==> src/rtl/gamma_pkg.sv <==
package gamma_pkg;

  typedef enum logic {
    SEQ_IDLE = 1'b0,
    SEQ_RUN  = 1'b1
  } seq_state_e;

  // Factory curve, index 0..11
  function automatic logic [15:0] default_point(input int idx);
    logic [15:0] v;
    case (idx)
      0:       v = 16'd105;
      1:       v = 16'd315;
      2:       v = 16'd381;
      3:       v = 16'd431;
      4:       v = 16'd490;
      5:       v = 16'd537;
      6:       v = 16'd579;
      7:       v = 16'd686;
      8:       v = 16'd780;
      9:       v = 16'd837;
      10:      v = 16'd880;
      default: v = 16'd1023;
    endcase
    return v;
  endfunction

endpackage

==> src/rtl/gamma_table.sv <==
module gamma_table #(
  parameter int NPTS  = 12,
  parameter int PT_W  = 10,
  parameter int IDX_W = 4
) (
  input  logic                   clk,
  input  logic                   rst_n,
  input  logic                   wr_en,
  input  logic [IDX_W-1:0]       wr_idx,
  input  logic [PT_W-1:0]        wr_val,
  input  logic                   capture,
  output logic [NPTS*PT_W-1:0]   snap_flat
);

  for (genvar i = 0; i < NPTS; i++) begin : g_pt
    localparam logic [PT_W-1:0] DEF = PT_W'(gamma_pkg::default_point(i));
    logic [PT_W-1:0] live_q;
    logic [PT_W-1:0] shadow_q;
    logic            hit;

    assign hit = wr_en && (int'(wr_idx) == i);

    always_ff @(posedge clk) begin
      if (!rst_n) begin
        live_q   <= DEF;
        shadow_q <= DEF;
      end else begin
        if (hit) live_q <= wr_val;
        if (capture) shadow_q <= live_q;
      end
    end

    assign snap_flat[i*PT_W +: PT_W] = shadow_q;
  end

endmodule

==> src/rtl/gamma_seq.sv <==
module gamma_seq #(
  parameter int NSTEP  = 15,
  parameter int STEP_W = 4
) (
  input  logic              clk,
  input  logic              rst_n,
  input  logic              start,
  input  logic              accept,
  output logic              busy,
  output logic              done,
  output logic              capture,
  output logic [STEP_W-1:0] step
);
  import gamma_pkg::*;

  localparam logic [STEP_W-1:0] LAST = STEP_W'(NSTEP - 1);

  seq_state_e state_q;

  assign busy    = (state_q == SEQ_RUN);
  assign capture = start && (state_q == SEQ_IDLE);

  always_ff @(posedge clk) begin
    if (!rst_n) begin
      state_q <= SEQ_IDLE;
      step    <= '0;
      done    <= 1'b0;
    end else begin
      done <= 1'b0;
      case (state_q)
        SEQ_IDLE: begin
          if (start) begin
            state_q <= SEQ_RUN;
            step    <= '0;
          end
        end
        default: begin
          if (accept) begin
            if (step == LAST) begin
              state_q <= SEQ_IDLE;
              done    <= 1'b1;
              step    <= '0;
            end else begin
              step <= step + 1'b1;
            end
          end
        end
      endcase
    end
  end

endmodule

==> src/rtl/gamma_fmt.sv <==
module gamma_fmt #(
  parameter int NPTS    = 12,
  parameter int PT_W    = 10,
  parameter int DATA_W  = 8,
  parameter int ADDR_W  = 6,
  parameter int GRP     = 4,
  parameter int HI_BASE = 'h11,
  parameter int LO_BASE = 'h14,
  parameter int STEP_W  = 4
) (
  input  logic [NPTS*PT_W-1:0] snap_flat,
  input  logic [STEP_W-1:0]    step,
  output logic [ADDR_W-1:0]    addr,
  output logic [DATA_W-1:0]    data
);

  localparam int HB  = PT_W - DATA_W;
  localparam int NHI = NPTS / GRP;

  logic [PT_W-1:0]     pts     [NPTS];
  logic [NHI*DATA_W-1:0] hi_flat;

  for (genvar i = 0; i < NPTS; i++) begin : g_unpack
    assign pts[i] = snap_flat[i*PT_W +: PT_W];
  end

  // First point of a group lands in the top bit pair
  for (genvar g = 0; g < NHI; g++) begin : g_grp
    logic [DATA_W-1:0] w;
    for (genvar k = 0; k < GRP; k++) begin : g_slot
      assign w[DATA_W-1-k*HB -: HB] = pts[g*GRP+k][PT_W-1 -: HB];
    end
    assign hi_flat[g*DATA_W +: DATA_W] = w;
  end

  always_comb begin
    addr = '0;
    data = '0;
    for (int g = 0; g < NHI; g++) begin
      if (int'(step) == g) begin
        addr = ADDR_W'(HI_BASE + g);
        data = hi_flat[g*DATA_W +: DATA_W];
      end
    end
    for (int i = 0; i < NPTS; i++) begin
      if (int'(step) == NHI + i) begin
        addr = ADDR_W'(LO_BASE + i);
        data = pts[i][DATA_W-1:0];
      end
    end
  end

endmodule

==> src/rtl/gamma_loader.sv <==
module gamma_loader #(
  parameter int NPTS    = 12,
  parameter int PT_W    = 10,
  parameter int DATA_W  = 8,
  parameter int ADDR_W  = 6,
  parameter int GRP     = 4,
  parameter int HI_BASE = 'h11,
  parameter int LO_BASE = 'h14,
  parameter int IDX_W   = 4
) (
  input  logic              clk,
  input  logic              rst_n,
  input  logic              pt_wr_en,
  input  logic [IDX_W-1:0]  pt_wr_idx,
  input  logic [PT_W-1:0]   pt_wr_val,
  input  logic              load_start,
  output logic              busy,
  output logic              done,
  output logic              wr_valid,
  input  logic              wr_ready,
  output logic [ADDR_W-1:0] wr_addr,
  output logic [DATA_W-1:0] wr_data
);

  localparam int NHI    = NPTS / GRP;
  localparam int NSTEP  = NHI + NPTS;
  localparam int STEP_W = $clog2(NSTEP);

  logic [NPTS*PT_W-1:0] snap_flat;
  logic                 capture;
  logic [STEP_W-1:0]    step;

  gamma_table #(.NPTS(NPTS), .PT_W(PT_W), .IDX_W(IDX_W)) u_table (
    .clk       (clk),
    .rst_n     (rst_n),
    .wr_en     (pt_wr_en),
    .wr_idx    (pt_wr_idx),
    .wr_val    (pt_wr_val),
    .capture   (capture),
    .snap_flat (snap_flat)
  );

  gamma_seq #(.NSTEP(NSTEP), .STEP_W(STEP_W)) u_seq (
    .clk     (clk),
    .rst_n   (rst_n),
    .start   (load_start),
    .accept  (wr_valid && wr_ready),
    .busy    (busy),
    .done    (done),
    .capture (capture),
    .step    (step)
  );

  gamma_fmt #(
    .NPTS(NPTS), .PT_W(PT_W), .DATA_W(DATA_W), .ADDR_W(ADDR_W), .GRP(GRP),
    .HI_BASE(HI_BASE), .LO_BASE(LO_BASE), .STEP_W(STEP_W)
  ) u_fmt (
    .snap_flat (snap_flat),
    .step      (step),
    .addr      (wr_addr),
    .data      (wr_data)
  );

  assign wr_valid = busy;

endmodule

==> config.mk <==
export PLATFORM = sky130hd
export DESIGN_NAME = gamma_loader
export DESIGN_NICKNAME = d
export VERILOG_FILES = /design/src/rtl/gamma_pkg.sv /design/src/rtl/gamma_table.sv /design/src/rtl/gamma_seq.sv /design/src/rtl/gamma_fmt.sv /design/src/rtl/gamma_loader.sv
export SDC_FILE = /design/constraint.sdc
export NUM_CORES = 1
export LEC_CHECK = 0
export BUFFER_PORTS_ARGS = -buffer_cell sky130_fd_sc_hd__clkbuf_2
export CAP_MARGIN = 25
export CORE_ASPECT_RATIO = 0.7
export CORE_UTILIZATION = 24
export CTS_CLUSTER_DIAMETER = 60
export CTS_CLUSTER_SIZE = 20
export DETAILED_ROUTE_END_ITERATION = 16
export REMOVE_ABC_BUFFERS = 1
export SYNTH_ARGS = -nofsm -noshare
export SYNTH_HDL_FRONTEND = slang
export SYNTH_HIERARCHICAL = 1
export SYNTH_SLANG_ARGS = --single-unit
==> constraint.sdc <==
create_clock -name clk -period 1.43 [get_ports clk]
set_input_delay 0.0715 -clock clk [delete_from_list [all_inputs] [get_ports clk]]
set_output_delay 0.0715 -clock clk [all_outputs]
set_load 0.05 [all_outputs]
After elaboration in Yosys (flattened, before gate mapping)
Index checks and enable logic that the tools add are counted.
{ "word_totals": {"ff_bits": 246, "wordCells": 114} }
{ "op_classes": {"addsub": 1, "eq_ne": 27, "mux": 39, "bitwise": 1, "reduce_logical": 19} }
{ "op_table": {"columns": ["op", "n"], "rows": [
  ["2-to-1 mux 8 bit", 15],
  ["2-to-1 mux 5 bit", 15],
  ["equality test 4 bit, second input constant", 17],
  ["equality test 4 x 3 -> 1 bit, second input constant", 6],
  ["2-to-1 mux 4 bit", 4],
  ["logical AND 1 bit", 14],
  ["equality test 4 x 2 -> 1 bit, second input constant", 3],
  ["logical NOT 4 bit", 2],
  ["2-to-1 mux 1 bit", 5],
  ["adder 4 x 1 -> 4 bit, second input constant", 1],
  ["AND reduction 3 bit", 1],
  ["!= test 2 x 1 -> 1 bit, second input constant", 1],
  ["AND reduction 2 bit", 1],
  ["nonzero test 2 bit", 1],
  ["inverter 1 bit", 1]
]} }

Depth between registers and ports, before layout
Gate-level depths: netlist (run 1).
{ "logic_depth": {"depth_word": 16, "ltp_mapped": 7, "depth_no_buf": 5} }

Cells and area by module
Netlist (run 1), hierarchy kept.
{ "modules_own_cells": {"columns": ["module", "instances", "cells_per_inst", "area_each_um2", "seq_area_each_um2"], "rows": [
  ["gamma_table", 1, 847, 9069.9, 4804.6],
  ["gamma_fmt", 1, 204, 1363.8, 0.0],
  ["gamma_seq", 1, 31, 286.5, 120.1],
  ["gamma_loader", 1, 2, 13.8, 0.0]
]} }

Least setup slack after synthesis (run 1)
Ideal clock, no wire load.
{ "synth_timing": {"kind": "reg2out", "start": "reg u_seq.step[1]", "end": "out wr_data[4]", "arrival_time_ps": 2357, "setup_slack_ps": -998, "path_stages_with_launch": 5, "n_path_buf": 2, "cell_sequence": "dfxtp_1 > buf_2 > buf_2 > o221ai_1 > a311oi_1"} }
{ "synth_via": {"elab_chain_cells": 16, "word_cells_on_any_way": 30} }
{ "synth_rtl": {"columns": ["item", "line", "rtl"], "rows": [
  ["start, declared", "gamma_seq.sv:12", "output logic [STEP_W-1:0] step"],
  ["start signal, assigned", "gamma_seq.sv:44", "step <= step + 1'b1;"],
  ["logical NOT 4 bit", "gamma_fmt.sv:40", "if (int'(step) == g) begin"],
  ["2-to-1 mux 8 bit (3 in series)", "gamma_fmt.sv:40", null],
  ["2-to-1 mux 8 bit (11 in series)", "gamma_fmt.sv:46", "if (int'(step) == NHI + i) begin"],
  ["2-to-1 mux 8 bit *", "gamma_fmt.sv:46", null],
  ["end, declared", "gamma_loader.sv:22", "output logic [DATA_W-1:0] wr_data"]
]} }
Mark *: on every way between the ends. The rest lies on a longest branch, timed or not.

Worst setup path in the final report (run 1)
{ "layout_timing": {"start": "reg u_seq.step[3]", "end": "out wr_data[5]"} }
The elaborated chain is that of the path after synthesis.

==> impl_results.md, run 1 <==
* Outcome: complete, but fails checks
* Violated checks: setup timing
* Register-to-register setup slack at -0.22 ns
* Clk pin slew, worst setup/hold paths at 0.09 ns
* Post-route antenna net violation count at 0
* Die H at about 180 microns
* Layout cells sized above 1 at 0.237
* Yosys warning count at 6
* Final period utilization at 1.69
* Worst-path cell chain: buf_6 > nor2b_2 > a211oi_1 > o32ai_1 > o211ai_1 > a32oi_2 > buf_12
* Final WL at approximately 33000 microns
* Core ar. at ~44000 sq um
* Peak supply drop at 742 uV
* Initial Util at 0.245
* EDFF count, synth at 0
* Most frequent cells in the layout: dfxtp_1 (242), mux2i_1 (229), nand2_1 (156)
* Main synth FF type: dfxtp_1
* Worst path bufs/invs at 2
* Synth cell types at 65
* Async SR Flop Fraction at 0
* Port buffer count at 34
* CP required at about 1.4 ns
* GRT overflow at 0
* Pwr dens at around 930 nW/um^2
* Max-cap violations at 0
* Dpl hpwl at 22300 microns
* CTS max path bufs at 3
* Post-Syn Area per Cell at between 9 and 10 sq um
* Final setup viols at 18
* Crit path kind: reg -> out
* Setup Slack @ Placement at -0.666 ns
* Vias at 8311
* Initial antenna violation count at 0
* Hold Fails Final Rpt at 0
* Total Nets Final at between 1000 and 1500
* Max Fclk at approximately 0.41 GHz
* Commonest non-fill, non-tap cell in the layout: dfxtp_1
* H-tree depth at 1
* Post-DP Area at between 10000 and 15000 sq um
* Number of global-route vias before repair at between 7000 and 8000
* Area grow syn2layout at 28.9%
* DRT iter0 DRCs at roughly 820
* Unrepaired setup endpoints after global routing: yes
* CTS tree: built
* TritonRoute pass-1 iters at 5
* Design Area, Final at roughly 14000 sq um
* Crit-path max FO at 21
* Minimum clock period at between 2 and 2.5 ns
* Worst Hold Depth at 4
* Setup Skew at around 0.031 ns
* Setup WS post-layout at -0.989 ns
* Synth area leader: dfxtp_1
* Crit path from: u_seq/step[3]
* R2R cell count at 8
* Top-area cell type share of the netlist area at 0.459
* DRC at 0
* Std-Cell Rows at 64
* Ports at 36
* Crit-path leading delay family: compound AO/OA/AOI/OAI gates
* CP endpoint: wr_data[5]
* HP Class: in -> reg
* CTS sink cnt at 246
* Filler cell count at between 4000 and 5000
* Worst R2R Start: u_seq/step[0]
* Largest net degree at the start of global routing at 35
* Sequential area share after synthesis at 0.459
* Vias/cell at 4.58
* Chip Width at ~250 microns
* Reg2reg end: u_seq/step[2]
* Gpl congestion at around 0.9
* Crit-path slowest cell: dfxtp_1
* Max stage delay on crit path at 0.38 ns
* Worst setup SP type: flop
* # diodes at 0
* Wire per inst at about 18 microns
* WP depth at 7
* Pins Over Slew Limit at 0
* Gr usage total at 0.139
* Post-synthesis cell area at about 11000 sq um
* Latest clock arrival within the worst-skew pair at approximately 0.52 ns
* Instance count of the mapped netlist at ~1100
* Synth top area cells: dfxtp_1 (46%), mux2i_1 (22%), nor2b_1 (6.7%)
* Synthesis-stage register bit count at 246
* CP Capture Type: output pin
* Leak Pwr at between 5 and 6 nW
* Die Area at between 40000 and 50000 sq um
* CTS Buf Count at 16
* Worst Path Arrival at 2.35 ns
* First-pass GRT wire length at between 40000 and 50000 microns
* Clock Tree Root: clkbuf_16
## kinds of logic (layout without fill, tap and decap cells)
| group | after synthesis | in the layout | synth area share |
|---|---|---|---|
| compound gates | 132 | 132 | 0.0758 |
| xor+xnor | 2 | 2 | 0.00163 |
| fa+ha+maj | 2 | 2 | 0.00233 |
| buf+inv | 92 | 229 | 0.0504 |
| flops | 246 | 246 | 0.459 |
| mux | 245 | 245 | 0.234 |
| other cells | 1 | 1 | 0.000349 |
| simple gates | 364 | 364 | 0.176 |
## sequential cells by signal, indices dropped and copies added, names as in the netlist
register	cells
u_table/g_pt.shadow_q	120
u_seq/step	4
u_table/g_pt.live_q	120
u_seq/done	1
u_seq/busy	1
## metrics by stage
step	instances	util	TNS [ns]	hold WS [ns]	power, mW
2_1_floorplan	998	-	-472.13	0.133	7.69
3_3_place_gp	1760	0.285	-5.85	0.350	8.18
3_5_place_dp	1760	0.285	-6.29	0.356	8.20
4_1_cts	1796	0.306	-9.46	0.00582	12.8
5_1_grt	1815	0.315	-11.26	0.0381	13.2
6_report	1815	0.315	-9.45	0.0190	12.8
## power breakdown
group | internal [mW] | total, mW | switching [mW] | leakage, nW
registers | 6.90 | 6.94 | 0.0415 | 1.99
clock network | 2.13 | 4.57 | 2.45 | 0.222
logic | 0.629 | 1.29 | 0.662 | 3.52
total | 9.66 | 12.8 | 3.15 | 5.74
## worst register-to-register path, delay by kind of cell, from the launching register on
kind	cells	cell delay [ns]
DFF	1	0.46
buffers and inverters	4	0.43
and+or+nand+nor	2	0.43
adders and majority gates	1	0.15
AOI/OAI and AO/OA	1	0.12
## Yosys cell counts (5+ instances only)
cell type  count
clkbuf_1      17
buf_2         34
o21ai_0       14
nand3_1       11
dfxtp_1      246
nor2_1        15
a31oi_1        5
mux2_2         6
nor2b_1      115
a21oi_1       62
buf_4         20
buf_6          7
nand2b_1      28
o22ai_1        8
nand2_1      160
nand2_4        5
o21ai_1        5
mux2i_1      234
## how the worst min path moves through the flow
stage,from,to,slack (ns)
after global placement,rst_n,u_table/g_pt[7].shadow_q[5],0.35
after detailed placement,rst_n,u_table/g_pt[7].shadow_q[5],0.36
after floorplan,rst_n,u_table/g_pt[0].shadow_q[0],0.13
after CTS,pt_wr_val[1],u_table/g_pt[6].live_q[1],0.006
after global routing,pt_wr_val[9],u_table/g_pt[4].live_q[9],0.04
final,pt_wr_val[1],u_table/g_pt[6].live_q[1],0.02
## routing by layer
layer | GRT usage | vias to the layer above | routed length, microns
met5 | 0 | - | 0
met1 | 0.217 | 4086 | 16800
met2 | 0.197 | 228 | 13400
li1 | - | 3969 | -
met4 | 0.0195 | 0 | 354
met3 | 0.0266 | 28 | 2090
## timing repair
action / CTS / global route
setup buffers: 8 / 16
gates cloned: 0 / 7
resized for setup: 78 / 31
setup endpoints to repair: 18 / 41
hold buffers: 11 / 0
pin swaps: 18 / 27
hold endpoints to repair: 55 / 0
## final cells by class
type,instances,area [sq um],area share
multi-input cells,746,5560,0.401
flip-flops and latches,246,4940,0.357
repair buffers,201,2120,0.153
well taps,594,743,0.0537
clock buffers,19,422,0.0305
clock inverters,3,30.0,0.00217
inverters,6,30.0,0.00217
No activity file was read; power rests on OpenSTA's default activity.
==> inputs of run 2 (changes only) <==
--- a/config.mk
+++ b/config.mk
@@ -12,6 +12,7 @@
 export CTS_CLUSTER_DIAMETER = 60
 export CTS_CLUSTER_SIZE = 20
 export DETAILED_ROUTE_END_ITERATION = 16
+export RECOVER_POWER = 50
 export REMOVE_ABC_BUFFERS = 1
 export SYNTH_ARGS = -nofsm -noshare
 export SYNTH_HDL_FRONTEND = slang
==> run 2 against run 1 <==
The flow still finishes with violations (setup timing). Via count is 0.31% higher. Register-to-register slack hardly changed. Critical path depth stayed put. Worst hold slack better by 0.0020 ns. Sequential cell count stayed put. Critical path type unchanged. Count of clock-buffer cells in the layout stayed put. Setup slack better by 0.017 ns.
==> impl_results.md, run 2 (synthesis results as in run 1) <==
* GRT overflow at 0 (unchanged)
* Clock Power Share at 0.358 (about the same)
* Unrepaired setup endpoints after global routing: yes
* Max-cap violations at 0 (unchanged)
* Final WL at 32800 microns (+0.25%)
* Die Area at 45600 sq um (unchanged)
* Register-to-register setup slack at -0.22 ns (about the same)
* Gpl congestion at 0.923 (unchanged)
* Slew headroom at 0.643
* Crit path kind: reg -> out
* Std-Cell Rows at 64 (unchanged)
* H-tree depth at 1 (unchanged)
* Leak Pwr at 5.71 nW (-0.42%)
* Number of global-route vias before repair at 7672 (unchanged)
* HP Class: in -> reg
* Ports at 36 (unchanged)
* Pins Over Slew Limit at 0 (unchanged)
* Largest net degree at the start of global routing at 35 (unchanged)
* Clk pin slew, worst setup/hold paths at 0.09 ns (about the same)
* Violated checks: setup timing
* Hold Fails Final Rpt at 0 (unchanged)
* Port buffer count at 34 (unchanged)
* Core ar. at 43900 sq um (unchanged)
* P_int at 9.64 mW (-0.20%)
* Vias at 8337 (+0.31%)
* Post-route antenna net violation count at 0 (unchanged)
* CP required at 1.36 ns (about the same)
* CTS tree: built
* Slew @ Worst Pin at between 0.5 and 0.6 ns
* Chip Width at 255 microns (unchanged)
* Pwr dens at 929 nW/um^2 (+0.36%)
* R2R cell count at 8 (unchanged)
* Max Fclk at 0.416 GHz (+0.72%)
* CTS sink cnt at 246 (unchanged)
* First-pass GRT wire length at 47800 microns (unchanged)
* Clock Tree Root: clkbuf_16
* Worst Hold Depth at 4 (unchanged)
* CTS max path bufs at 3 (unchanged)
* TritonRoute pass-1 iters at 8 (+3)
* Latest clock arrival within the worst-skew pair at 0.52 ns (about the same)
* Peak supply drop at 742 uV (about the same)
* Vias/cell at 4.59 (+0.31%)
* Dpl hpwl at 22300 microns (unchanged)
* DRC at 0 (unchanged)
* Minimum clock period at 2.40 ns (-0.0172 ns)
* Wire per inst at 18.1 microns (+0.25%)
* Sw Ratio at 0.247 (+0.000828)
* Commonest non-fill, non-tap cell in the layout: dfxtp_1
* DRT iter0 DRCs at 726 (-12%)
* Final setup viols at 63 (+45)
* CTS Buf Count at 16 (unchanged)
* Initial antenna violation count at 0 (unchanged)
* Final period utilization at 1.68 (-0.0120)
* Die H at 179 microns (unchanged)
* Worst Path Arrival at 2.33 ns (-0.02 ns)
* Min Hold Slack at 0.0210 ns (+0.00201 ns)
* Setup Skew at 0.0274 ns (-0.00352 ns)
* Area grow syn2layout at 28.3%
* Crit-path max FO at 21 (unchanged)
* Setup WS post-layout at -0.972 ns (+0.0172 ns)
* Worst setup SP type: flop
* # diodes at 0 (unchanged)
* CP Capture Type: output pin
* Gate power share at 0.099 (-0.002)
* Switching pwr at 3.16 mW (+0.25%)
* Outcome: complete, but fails checks
* Sequential share of power at 0.543 (about the same)
* Initial Util at 0.245 (unchanged)
* Layout cells sized above 1 at 0.236 (-0.000819)
* Gr usage total at 0.139 (unchanged)
* Total Nets Final at 1238 (unchanged)
* Setup TNS at -11.78 ns (-2.33 ns)
* Regs by FF count: u_table/g_pt.live_q: 120 flops, u_table/g_pt.shadow_q: 120 flops, u_seq/step: 4 flops
* Overall power at 12.8 mW (about the same)
* Most frequent cells in the layout: dfxtp_1 (242), mux2i_1 (229), nand2_1 (156)
==> run 2: cell types whose count changed in the layout (fill, tap and decap cells not counted), moves of 2 or more <==
cell | before | now
clkbuf_2 | 20 | 25
buf_6 | 19 | 21
buf_12 | 28 | 24
buf_4 | 109 | 103
==> run 2: power by group through the flow <==
stage | clock, mW | sequential (mW) | combinational, mW
6_report | 4.59 | 6.94 | 1.27
5_1_grt | 4.92 | 6.95 | 1.34
4_1_cts | 4.67 | 6.94 | 1.15
3_3_place_gp | 0 | 7.11 | 1.08
3_5_place_dp | 0 | 7.11 | 1.09
2_1_floorplan | 0 | 7.12 | 0.569
==> run 2: worst max-delay path, cell delays in order (launching register included) <==
cell and delay [ns]:
dfxtp_1 0.34, buf_6 0.18, nor2b_2 0.17, a211oi_1 0.09, o32ai_1 0.33, o211ai_1 0.15, a32oi_2 0.36, buf_12 0.19
==> run 2: per-stage QoR <==
stage / util / setup WS (ns) / instance area [sq um] / instances
detailed placement: 0.285 / -0.666 / 12500 / 1760
finish: 0.314 / -0.972 / 13800 / 1815
global route: 0.314 / -1.07 / 13800 / 1815
CTS: 0.306 / -0.915 / 13400 / 1796
floorplan: - / -3.75 / 10200 / 998
global placement: 0.285 / -0.665 / 12500 / 1760
==> run 2: repair_timing <==
| item | CTS | global route |
|---|---|---|
| hold buffers | 11 | 0 |
| hold endpoints to repair | 55 | 0 |
| pin swaps | 18 | 27 |
| cloned | 0 | 7 |
| setup endpoints to repair | 18 | 41 |
| setup buffers | 8 | 16 |
| gates resized for setup | 78 | 31 |
==> run 2: worst paths after layout <==
check / from / endpoint
setup / recovery: u_seq/step[3] / wr_data[5]
hold / removal: pt_wr_val[1] / u_table/g_pt[6].live_q[1]
setup reg to reg: u_seq/step[0] / u_seq/step[2]
hold reg to reg: u_table/g_pt[7].live_q[6] / u_table/g_pt[7].live_q[6]
==> run 2: cell type report <==
cell class                 instances  area [sq um]
multi-input combinational        746          5560
tap                              594           743
clock inverter                     3          30.0
sequential                       246          4940
clock buffer                      19           422
inverter                           6          30.0
timing repair buffer             201          2060
fill                            4560         30100
==> run 2: layer usage <==
metal	vias to the layer above	global-route usage	wire length, microns
li1	3966	-	-
met1	4088	0.217	16800
met2	252	0.197	13400
met3	31	0.0266	2160
met4	0	0.0195	374
met5	-	0	0
